$ cat src/rtl/upat_pkg.sv
package upat_pkg;
  typedef enum logic [1:0] {
    MODE_VM64 = 2'd0,
    MODE_H64  = 2'd1,
    MODE_H32  = 2'd2
  } mode_e;
endpackage

$ cat src/rtl/upat_mode_dec.sv
module upat_mode_dec
  import upat_pkg::*;
(
  input  logic  atc_en,
  input  logic  ptr32,
  input  logic  draw,
  output mode_e mode
);
  always_comb begin
    if (draw || !atc_en) mode = MODE_VM64;
    else if (ptr32)      mode = MODE_H32;
    else                 mode = MODE_H64;
  end
endmodule

$ cat src/rtl/upat_window.sv
module upat_window #(
  parameter int PTR_W  = 64,
  parameter int GRAN_W = 16,
  localparam int HI_W  = PTR_W - GRAN_W
) (
  input  logic [PTR_W-1:0] addr,
  input  logic [HI_W-1:0]  base_hi,
  input  logic [HI_W-1:0]  limit_hi,
  output logic             hit
);
  logic [PTR_W-1:0] lo_bound, hi_bound;
  assign lo_bound = {base_hi,  {GRAN_W{1'b0}}};
  assign hi_bound = {limit_hi, {GRAN_W{1'b1}}};
  assign hit = (addr >= lo_bound) && (addr <= hi_bound);
endmodule

$ cat src/rtl/upat_canon.sv
module upat_canon #(
  parameter int PTR_W = 64,
  parameter int VA_W  = 48,
  localparam int TOP_W = PTR_W - VA_W + 1
) (
  input  logic [PTR_W-1:0] addr,
  output logic             canonical
);
  logic [TOP_W-1:0] top_bits;
  assign top_bits  = addr[PTR_W-1:VA_W-1];
  assign canonical = (top_bits == '0) || (top_bits == '1);
endmodule

$ cat src/rtl/ptr_aperture_xlate.sv
module ptr_aperture_xlate
  import upat_pkg::*;
#(
  parameter int PTR_W    = 64,
  parameter int VA_W     = 48,
  parameter int NARROW_W = 32,
  parameter int GRAN_W   = 16,
  parameter int MT_W     = 2,
  localparam int HI_W    = PTR_W - GRAN_W
) (
  input  logic              clk,
  input  logic              rst_n,
  input  logic              in_valid,
  output logic              in_ready,
  input  logic [PTR_W-1:0]  in_ptr,
  input  logic              in_atc_en,
  input  logic              in_ptr32,
  input  logic              in_draw,
  input  logic [HI_W-1:0]   vm_win_base_hi,
  input  logic [HI_W-1:0]   vm_win_limit_hi,
  input  logic [HI_W-1:0]   alt_win_base_hi,
  input  logic [HI_W-1:0]   alt_win_limit_hi,
  input  logic [MT_W-1:0]   alt_mtype,
  input  logic [MT_W-1:0]   def_mtype,
  output logic              out_valid,
  input  logic              out_ready,
  output logic [VA_W-1:0]   out_va,
  output logic              out_path,
  output logic [MT_W-1:0]   out_mtype,
  output logic              out_hole,
  output logic              cfg_err
);
  mode_e            mode;
  logic [PTR_W-1:0] eff_ptr;
  logic             vm_hit, alt_raw_hit, alt_hit, canonical, acc;
  logic [VA_W-1:0]  vm_base_lo, nx_va;
  logic             nx_path, nx_hole;
  logic [MT_W-1:0]  nx_mtype;

  upat_mode_dec u_mode (
    .atc_en(in_atc_en), .ptr32(in_ptr32), .draw(in_draw), .mode(mode)
  );

  // Narrow mode: upper pointer bits are not part of the address.
  assign eff_ptr = (mode == MODE_H32) ?
                   {{(PTR_W-NARROW_W){1'b0}}, in_ptr[NARROW_W-1:0]} : in_ptr;

  upat_window #(.PTR_W(PTR_W), .GRAN_W(GRAN_W)) u_vm_win (
    .addr(eff_ptr), .base_hi(vm_win_base_hi), .limit_hi(vm_win_limit_hi), .hit(vm_hit)
  );
  upat_window #(.PTR_W(PTR_W), .GRAN_W(GRAN_W)) u_alt_win (
    .addr(eff_ptr), .base_hi(alt_win_base_hi), .limit_hi(alt_win_limit_hi), .hit(alt_raw_hit)
  );
  upat_canon #(.PTR_W(PTR_W), .VA_W(VA_W)) u_canon (
    .addr(eff_ptr), .canonical(canonical)
  );

  assign alt_hit    = alt_raw_hit && (mode != MODE_H32);
  assign vm_base_lo = {vm_win_base_hi[VA_W-GRAN_W-1:0], {GRAN_W{1'b0}}};

  always_comb begin
    nx_va    = eff_ptr[VA_W-1:0];
    nx_path  = (mode != MODE_VM64);
    nx_mtype = def_mtype;
    nx_hole  = 1'b0;
    if (vm_hit) begin
      nx_va   = eff_ptr[VA_W-1:0] - vm_base_lo;
      nx_path = 1'b0;
    end else if (alt_hit) begin
      nx_mtype = alt_mtype;
    end else begin
      nx_hole = (mode != MODE_H32) && !canonical;
    end
  end

  assign in_ready = !out_valid || out_ready;
  assign acc      = in_valid && in_ready;

  always_ff @(posedge clk) begin
    if (!rst_n) begin
      out_valid <= 1'b0;
      out_va    <= '0;
      out_path  <= 1'b0;
      out_mtype <= '0;
      out_hole  <= 1'b0;
      cfg_err   <= 1'b0;
    end else begin
      if (in_ready) out_valid <= in_valid;
      if (acc) begin
        out_va    <= nx_va;
        out_path  <= nx_path;
        out_mtype <= nx_mtype;
        out_hole  <= nx_hole;
        if (vm_hit && alt_hit) cfg_err <= 1'b1;
      end
    end
  end


  accept_latency_chk: assert property (@(posedge clk) disable iff (!rst_n)
    acc |=> out_valid);

  stall_hold_chk: assert property (@(posedge clk) disable iff (!rst_n)
    (out_valid && !out_ready) |=> (out_valid && $stable(out_va) && $stable(out_path)
                                   && $stable(out_mtype) && $stable(out_hole)));

  cfg_sticky_chk: assert property (@(posedge clk) disable iff (!rst_n)
    cfg_err |=> cfg_err);

  narrow_no_hole_chk: assert property (@(posedge clk) disable iff (!rst_n)
    (acc && mode == MODE_H32) |=> !out_hole);

  vm_path_chk: assert property (@(posedge clk) disable iff (!rst_n)
    (acc && vm_hit) |=> (!out_path && !out_hole));

  draw_path_chk: assert property (@(posedge clk) disable iff (!rst_n)
    (acc && in_draw) |=> !out_path);
endmodule

$ cat config.mk
export PLATFORM = sky130hd
export DESIGN_NAME = ptr_aperture_xlate
export DESIGN_NICKNAME = d
export VERILOG_FILES = /design/src/rtl/upat_pkg.sv /design/src/rtl/upat_mode_dec.sv /design/src/rtl/upat_window.sv /design/src/rtl/upat_canon.sv /design/src/rtl/ptr_aperture_xlate.sv
export SDC_FILE = /design/constraint.sdc
export NUM_CORES = 1
export LEC_CHECK = 0
export BUFFER_PORTS_ARGS = -buffer_cell sky130_fd_sc_hd__buf_2
export CAP_MARGIN = 20
export CORE_MARGIN = 2
export CORE_UTILIZATION = 53
export CTS_CLUSTER_DIAMETER = 150
export DETAILED_ROUTE_END_ITERATION = 10
export PLACE_DENSITY = 0.91
export SYNTH_ARGS = -nofsm -noshare
export SYNTH_HDL_FRONTEND = slang
export SYNTH_HIERARCHICAL = 1
export SYNTH_SLANG_ARGS = --single-unit
export TNS_END_PERCENT = 30
$ cat constraint.sdc
create_clock -name clk -period 6 [get_ports clk]
set_input_delay 1.2 -clock clk [delete_from_list [all_inputs] [get_ports clk]]
set_output_delay 1.2 -clock clk [all_outputs]
set_load 0.05 [all_outputs]
==> flow_summary.html <==
<table>
<tr><th>Metric</th><th>Value</th></tr>
<tr><th colspan="2">Run status</th></tr>
<tr><td>Result of the run</td><td>finished clean</td></tr>
<tr><th colspan="2">Worst setup path</th></tr>
<tr><td>Cell mode on critical path</td><td>sky130_fd_sc_hd__buf_4</td></tr>
<tr><td>WP data arrival</td><td>5.24 ns</td></tr>
<tr><td>CP cell instances</td><td>buf_2 &gt; nor3b_2 &gt; nand2b_1 &gt; buf_4 &gt; and2_1 &gt; ha_1 &gt; and4_1 &gt; nand4_1 &gt; nor4_1 &gt; o31ai_1 &gt; o211ai_1 &gt; o22a_1 &gt; buf_4 &gt; nand2_1 &gt; or3_1 &gt; mux2i_1 &gt; nor2_1</td></tr>
<tr><td>Slowest cell on crit path</td><td>sky130_fd_sc_hd__nor4_1</td></tr>
<tr><td>Crit Path Class</td><td>primary input to flip-flop</td></tr>
<tr><td>Startpoint type of the worst setup path</td><td>primary input</td></tr>
<tr><td>Critical path capture point type</td><td>flip-flop</td></tr>
<tr><td>Maximum fanout count along the critical path</td><td>37</td></tr>
<tr><td>Setup slack on the worst flop-to-flop path</td><td>3.92 ns</td></tr>
<tr><td>Req. time, crit path</td><td>6.20 ns</td></tr>
<tr><td>Biggest cell delay along the critical path</td><td>0.55 ns</td></tr>
<tr><td>CP top delay family</td><td>simple AND/OR/NAND/NOR gates</td></tr>
<tr><td>Total buffers and inverters traversed by the critical path</td><td>3</td></tr>
<tr><th colspan="2">Routing</th></tr>
<tr><td>Total wire length</td><td>31,000 microns</td></tr>
<tr><td>Number of nets with antenna violations after routing</td><td>0</td></tr>
<tr><td>Post-DR vias/cell</td><td>5.77</td></tr>
<tr><td>Number of detailed-route iterations in the first pass</td><td>5</td></tr>
<tr><td>Number of vias in the routed layout</td><td>10.5k</td></tr>
<tr><td>Number of violations reported at the end of detailed-routing iteration 0</td><td>597</td></tr>
<tr><td>Total DRC errors in the routed layout</td><td>0</td></tr>
<tr><td>Wirelength per Cell</td><td>17.1 microns</td></tr>
<tr><th colspan="2">Clocking</th></tr>
<tr><td>CTS H-tree lvls</td><td>2</td></tr>
<tr><td>Clock latency on the worst-skew pair</td><td>0.30 ns</td></tr>
<tr><td>Clock buffer count from CTS</td><td>5</td></tr>
<tr><td>CTS Buffer Depth</td><td>2</td></tr>
<tr><td>Resized cells post-CTS</td><td>0</td></tr>
<tr><td>Clock transition at path regs</td><td>0.08 ns</td></tr>
<tr><td>Clock sink count</td><td>54</td></tr>
<tr><td>Setup Fix Bufs, Post-CTS</td><td>0</td></tr>
<tr><td>Number of hold buffers added after cts</td><td>0</td></tr>
<tr><td>CTS tree</td><td>built</td></tr>
<tr><td>Cell at the root of the clock tree</td><td>sky130_fd_sc_hd__clkbuf_16</td></tr>
<tr><th colspan="2">Logic synthesis</th></tr>
<tr><td>Library cells used by synthesis</td><td>68</td></tr>
<tr><td>Fraction of the yosys area taken by sequential cells</td><td>11.6%</td></tr>
<tr><td>Number of flops mapped to enable cells by yosys</td><td>0</td></tr>
<tr><td>Netlist Area Pre-Place</td><td>0.00934 sq mm</td></tr>
<tr><td>Synthesized netlist cell count</td><td>1,285</td></tr>
<tr><td>Synthesized area per cell</td><td>7.27 sq um</td></tr>
<tr><td>Dominant cell type by area after synthesis</td><td>sky130_fd_sc_hd__ha_1</td></tr>
<tr><td>Number of synthesized register bits</td><td>54</td></tr>
<tr><td>Syn. warnings</td><td>6</td></tr>
<tr><td>Primary flip-flop cell chosen by synthesis mapping</td><td>sky130_fd_sc_hd__dfxtp_1</td></tr>
<tr><td>Post-Synthesis Net Count</td><td>1,777</td></tr>
<tr><td>Cell types occupying the most area after synthesis</td><td>sky130_fd_sc_hd__ha_1 (30%), sky130_fd_sc_hd__dfxtp_1 (12%), sky130_fd_sc_hd__inv_1 (9.4%), sky130_fd_sc_hd__a21oi_1 (7.4%), sky130_fd_sc_hd__nand2_1 (4.3%)</td></tr>
<tr><td>Synth top area share</td><td>30.0%</td></tr>
<tr><td>Share of flip-flops with an asynchronous set or reset after synthesis</td><td>0%</td></tr>
<tr><th colspan="2">Timing</th></tr>
<tr><td>Worst-Margin Slew</td><td>0.716 ns</td></tr>
<tr><td>Max Clk Rate</td><td>0.198 GHz</td></tr>
<tr><td>Slew Limit Headroom</td><td>52.3%</td></tr>
<tr><td>Max-slew violations</td><td>0</td></tr>
<tr><td>Unrepaired setup endpoints after global routing</td><td>false</td></tr>
<tr><td>Final Hold Viols</td><td>0</td></tr>
<tr><td>Final setup violating endpoints</td><td>0</td></tr>
<tr><td>Post-route minimum period</td><td>5.04 ns</td></tr>
<tr><td>Final Skew</td><td>0.00688 ns</td></tr>
<tr><td>Portion of the clock cycle consumed by the worst path in the final layout</td><td>84.0%</td></tr>
<tr><td>Setup TNS</td><td>0 ns</td></tr>
<tr><th colspan="2">Die</th></tr>
<tr><td>Top-Level Pins</td><td>322</td></tr>
<tr><td>Placement row count</td><td>48</td></tr>
<tr><td>Core Footprint</td><td>0.0172 sq mm</td></tr>
<tr><td>Die Footprint</td><td>0.0187 sq mm</td></tr>
<tr><td>Die X-Extent</td><td>137 microns</td></tr>
<tr><td>Initial cell density of the core</td><td>54.2%</td></tr>
<tr><td>Die Y</td><td>137 microns</td></tr>
<tr><th colspan="2">Pwr</th></tr>
<tr><td>Combinational share of power</td><td>56.6%</td></tr>
<tr><td>Clk pwr share</td><td>18.8%</td></tr>
<tr><td>Share of total power in sequential cells</td><td>24.6%</td></tr>
<tr><td>Switching Fraction</td><td>45.1%</td></tr>
<tr><td>Peak supply drop</td><td>225 uV</td></tr>
<tr><td>Pwr/cell area</td><td>145 mW/mm^2</td></tr>
<tr><td>Switching power total</td><td>0.000740 W</td></tr>
<tr><td>Internal power</td><td>0.000901 W</td></tr>
<tr><td>Cell leakage power</td><td>6.40 nW</td></tr>
<tr><th colspan="2">Cells and area</th></tr>
<tr><td>Area Overhead vs Synth</td><td>21.0%</td></tr>
<tr><td>Share of cells above drive strength 1</td><td>23.0%</td></tr>
<tr><td>Number of nets at the end of the flow</td><td>2,076</td></tr>
<tr><td>Final std cell area, no fill</td><td>0.0113 sq mm</td></tr>
<tr><th colspan="2">Global route</th></tr>
<tr><td>Number of global-route vias before repair</td><td>10.0k</td></tr>
<tr><td>Number of antenna violations at the first check in global routing</td><td>6</td></tr>
<tr><td>Largest net degree at the start of global routing</td><td>76</td></tr>
<tr><td>Grt ovf</td><td>0</td></tr>
<tr><td>Wire length of the first global-routing pass</td><td>48,200 microns</td></tr>
<tr><td>Aggregate global-route resource usage</td><td>32.5%</td></tr>
<tr><th colspan="2">Placed design</th></tr>
<tr><td>Detailed placer's ending HPWL</td><td>26,500 microns</td></tr>
<tr><td>Number of port buffers</td><td>321</td></tr>
<tr><td>Placed Instance Area</td><td>0.0111 sq mm</td></tr>
<tr><td>GP Congestion</td><td>0.980</td></tr>
<tr><th colspan="2">Hold path</th></tr>
<tr><td>Tightest Hold Check Type</td><td>flip-flop to flip-flop</td></tr>
<tr><th colspan="2">Job</th></tr>
<tr><td>Count of max-cap constraint violations</td><td>0</td></tr>
</table>
[Yosys cell counts, drive strengths merged (13+ instances only)]
cell,n
ha,224
a21o,33
and2,35
nand4,50
nand2,107
dfxtp,54
nor3,17
mux2i,17
clkbuf,25
and4,14
a211oi,23
nor2,60
o21ai,50
nor4,13
inv,233
a21oi,141
nand3,31
[cells in the final DEF, fill, tap and decap left out, drive strengths merged, types with 10 or more instances in the layout]
| cell | instances |
|---|---|
| buf | 326 |
| inv | 235 |
| ha | 224 |
| a21oi | 141 |
| nand2 | 107 |
| nor2 | 60 |
| dfxtp | 54 |
| nand4 | 50 |
| o21ai | 50 |
| and2 | 35 |
| a21o | 33 |
| nand3 | 31 |
| a211oi | 23 |
| mux2i | 17 |
| nor3 | 17 |
| and4 | 14 |
| nor4 | 13 |
| or3 | 12 |
| xor2 | 11 |
| a221oi | 11 |
| o211ai | 10 |
| xnor2 | 10 |
[layer usage]
layer	part of all wire [%]	vias to the layer above	track usage (%)
li1	-	5181	-
met1	41	4746	39.5
met4	3.6	2	13.7
met2	48	440	56.7
met5	0.036	-	0
met3	7.6	89	4.96
[logic make-up (layout without fill, tap and decap cells)]
group,Yosys count,in the layout,synth area share (%)
compound gates,328,328,22.6
fa+ha+maj,225,225,30.2
simple gates,372,372,20.9
mux,18,18,1.94
buf+inv,267,567,10.8
xor+xnor,21,21,1.97
flops,54,54,11.6
other cells,0,4,0
[final cells by class]
class	instances	area [sq um]
clock inverters	3	28.8
fillers	1558	5940
diodes	4	10.0
clock buffers	5	125
flip-flops and latches	54	1080
multi-input cells	964	7250
inverters	233	875
well taps	225	282
repair buffers	326	1640
[worst paths after layout]
check        cells after the start  startpoint         end
min reg2reg                      2   out_va[3]   out_va[3]
max reg2reg                      7   out_valid  out_va[45]
max                             17     in_draw  out_va[45]
min                              2   out_va[3]   out_va[3]
[tightest hold or removal path: stages (launching register included)]
cell and delay (ns):
sky130_fd_sc_hd__dfxtp_1 0.31, sky130_fd_sc_hd__nand2_1 0.05, sky130_fd_sc_hd__a21oi_1 0.05
[stage by stage]
step	worst slack [ns]	hold slack [ns]	cells	power, W	util [%]
floorplan	1.18	0.671	1285	0.00103	-
global placement	0.837	0.439	1802	0.00130	64.6
detailed placement	0.729	0.445	1802	0.00132	64.6
CTS	1.02	0.456	1810	0.00163	65.5
global route	0.648	0.472	1812	0.00176	65.5
finish	0.962	0.457	1814	0.00164	65.5
[power by group through the flow]
stage | Clock, W | Combinational, W | Sequential, W
2_1_floorplan | 0 | 0.000517 | 0.000515
3_3_place_gp | 0 | 0.000886 | 0.000410
3_5_place_dp | 0 | 0.000912 | 0.000412
4_1_cts | 0.000313 | 0.000916 | 0.000403
5_1_grt | 0.000324 | 0.00103 | 0.000407
6_report | 0.000309 | 0.000929 | 0.000403
[state kept, by name, summed over array words and instances, names as in the netlist]
register   cells
out_va        48
out_mtype      2
cfg_err        1
out_hole       1
out_path       1
out_valid      1
Note: power is estimated with default switching activity, not from simulation.
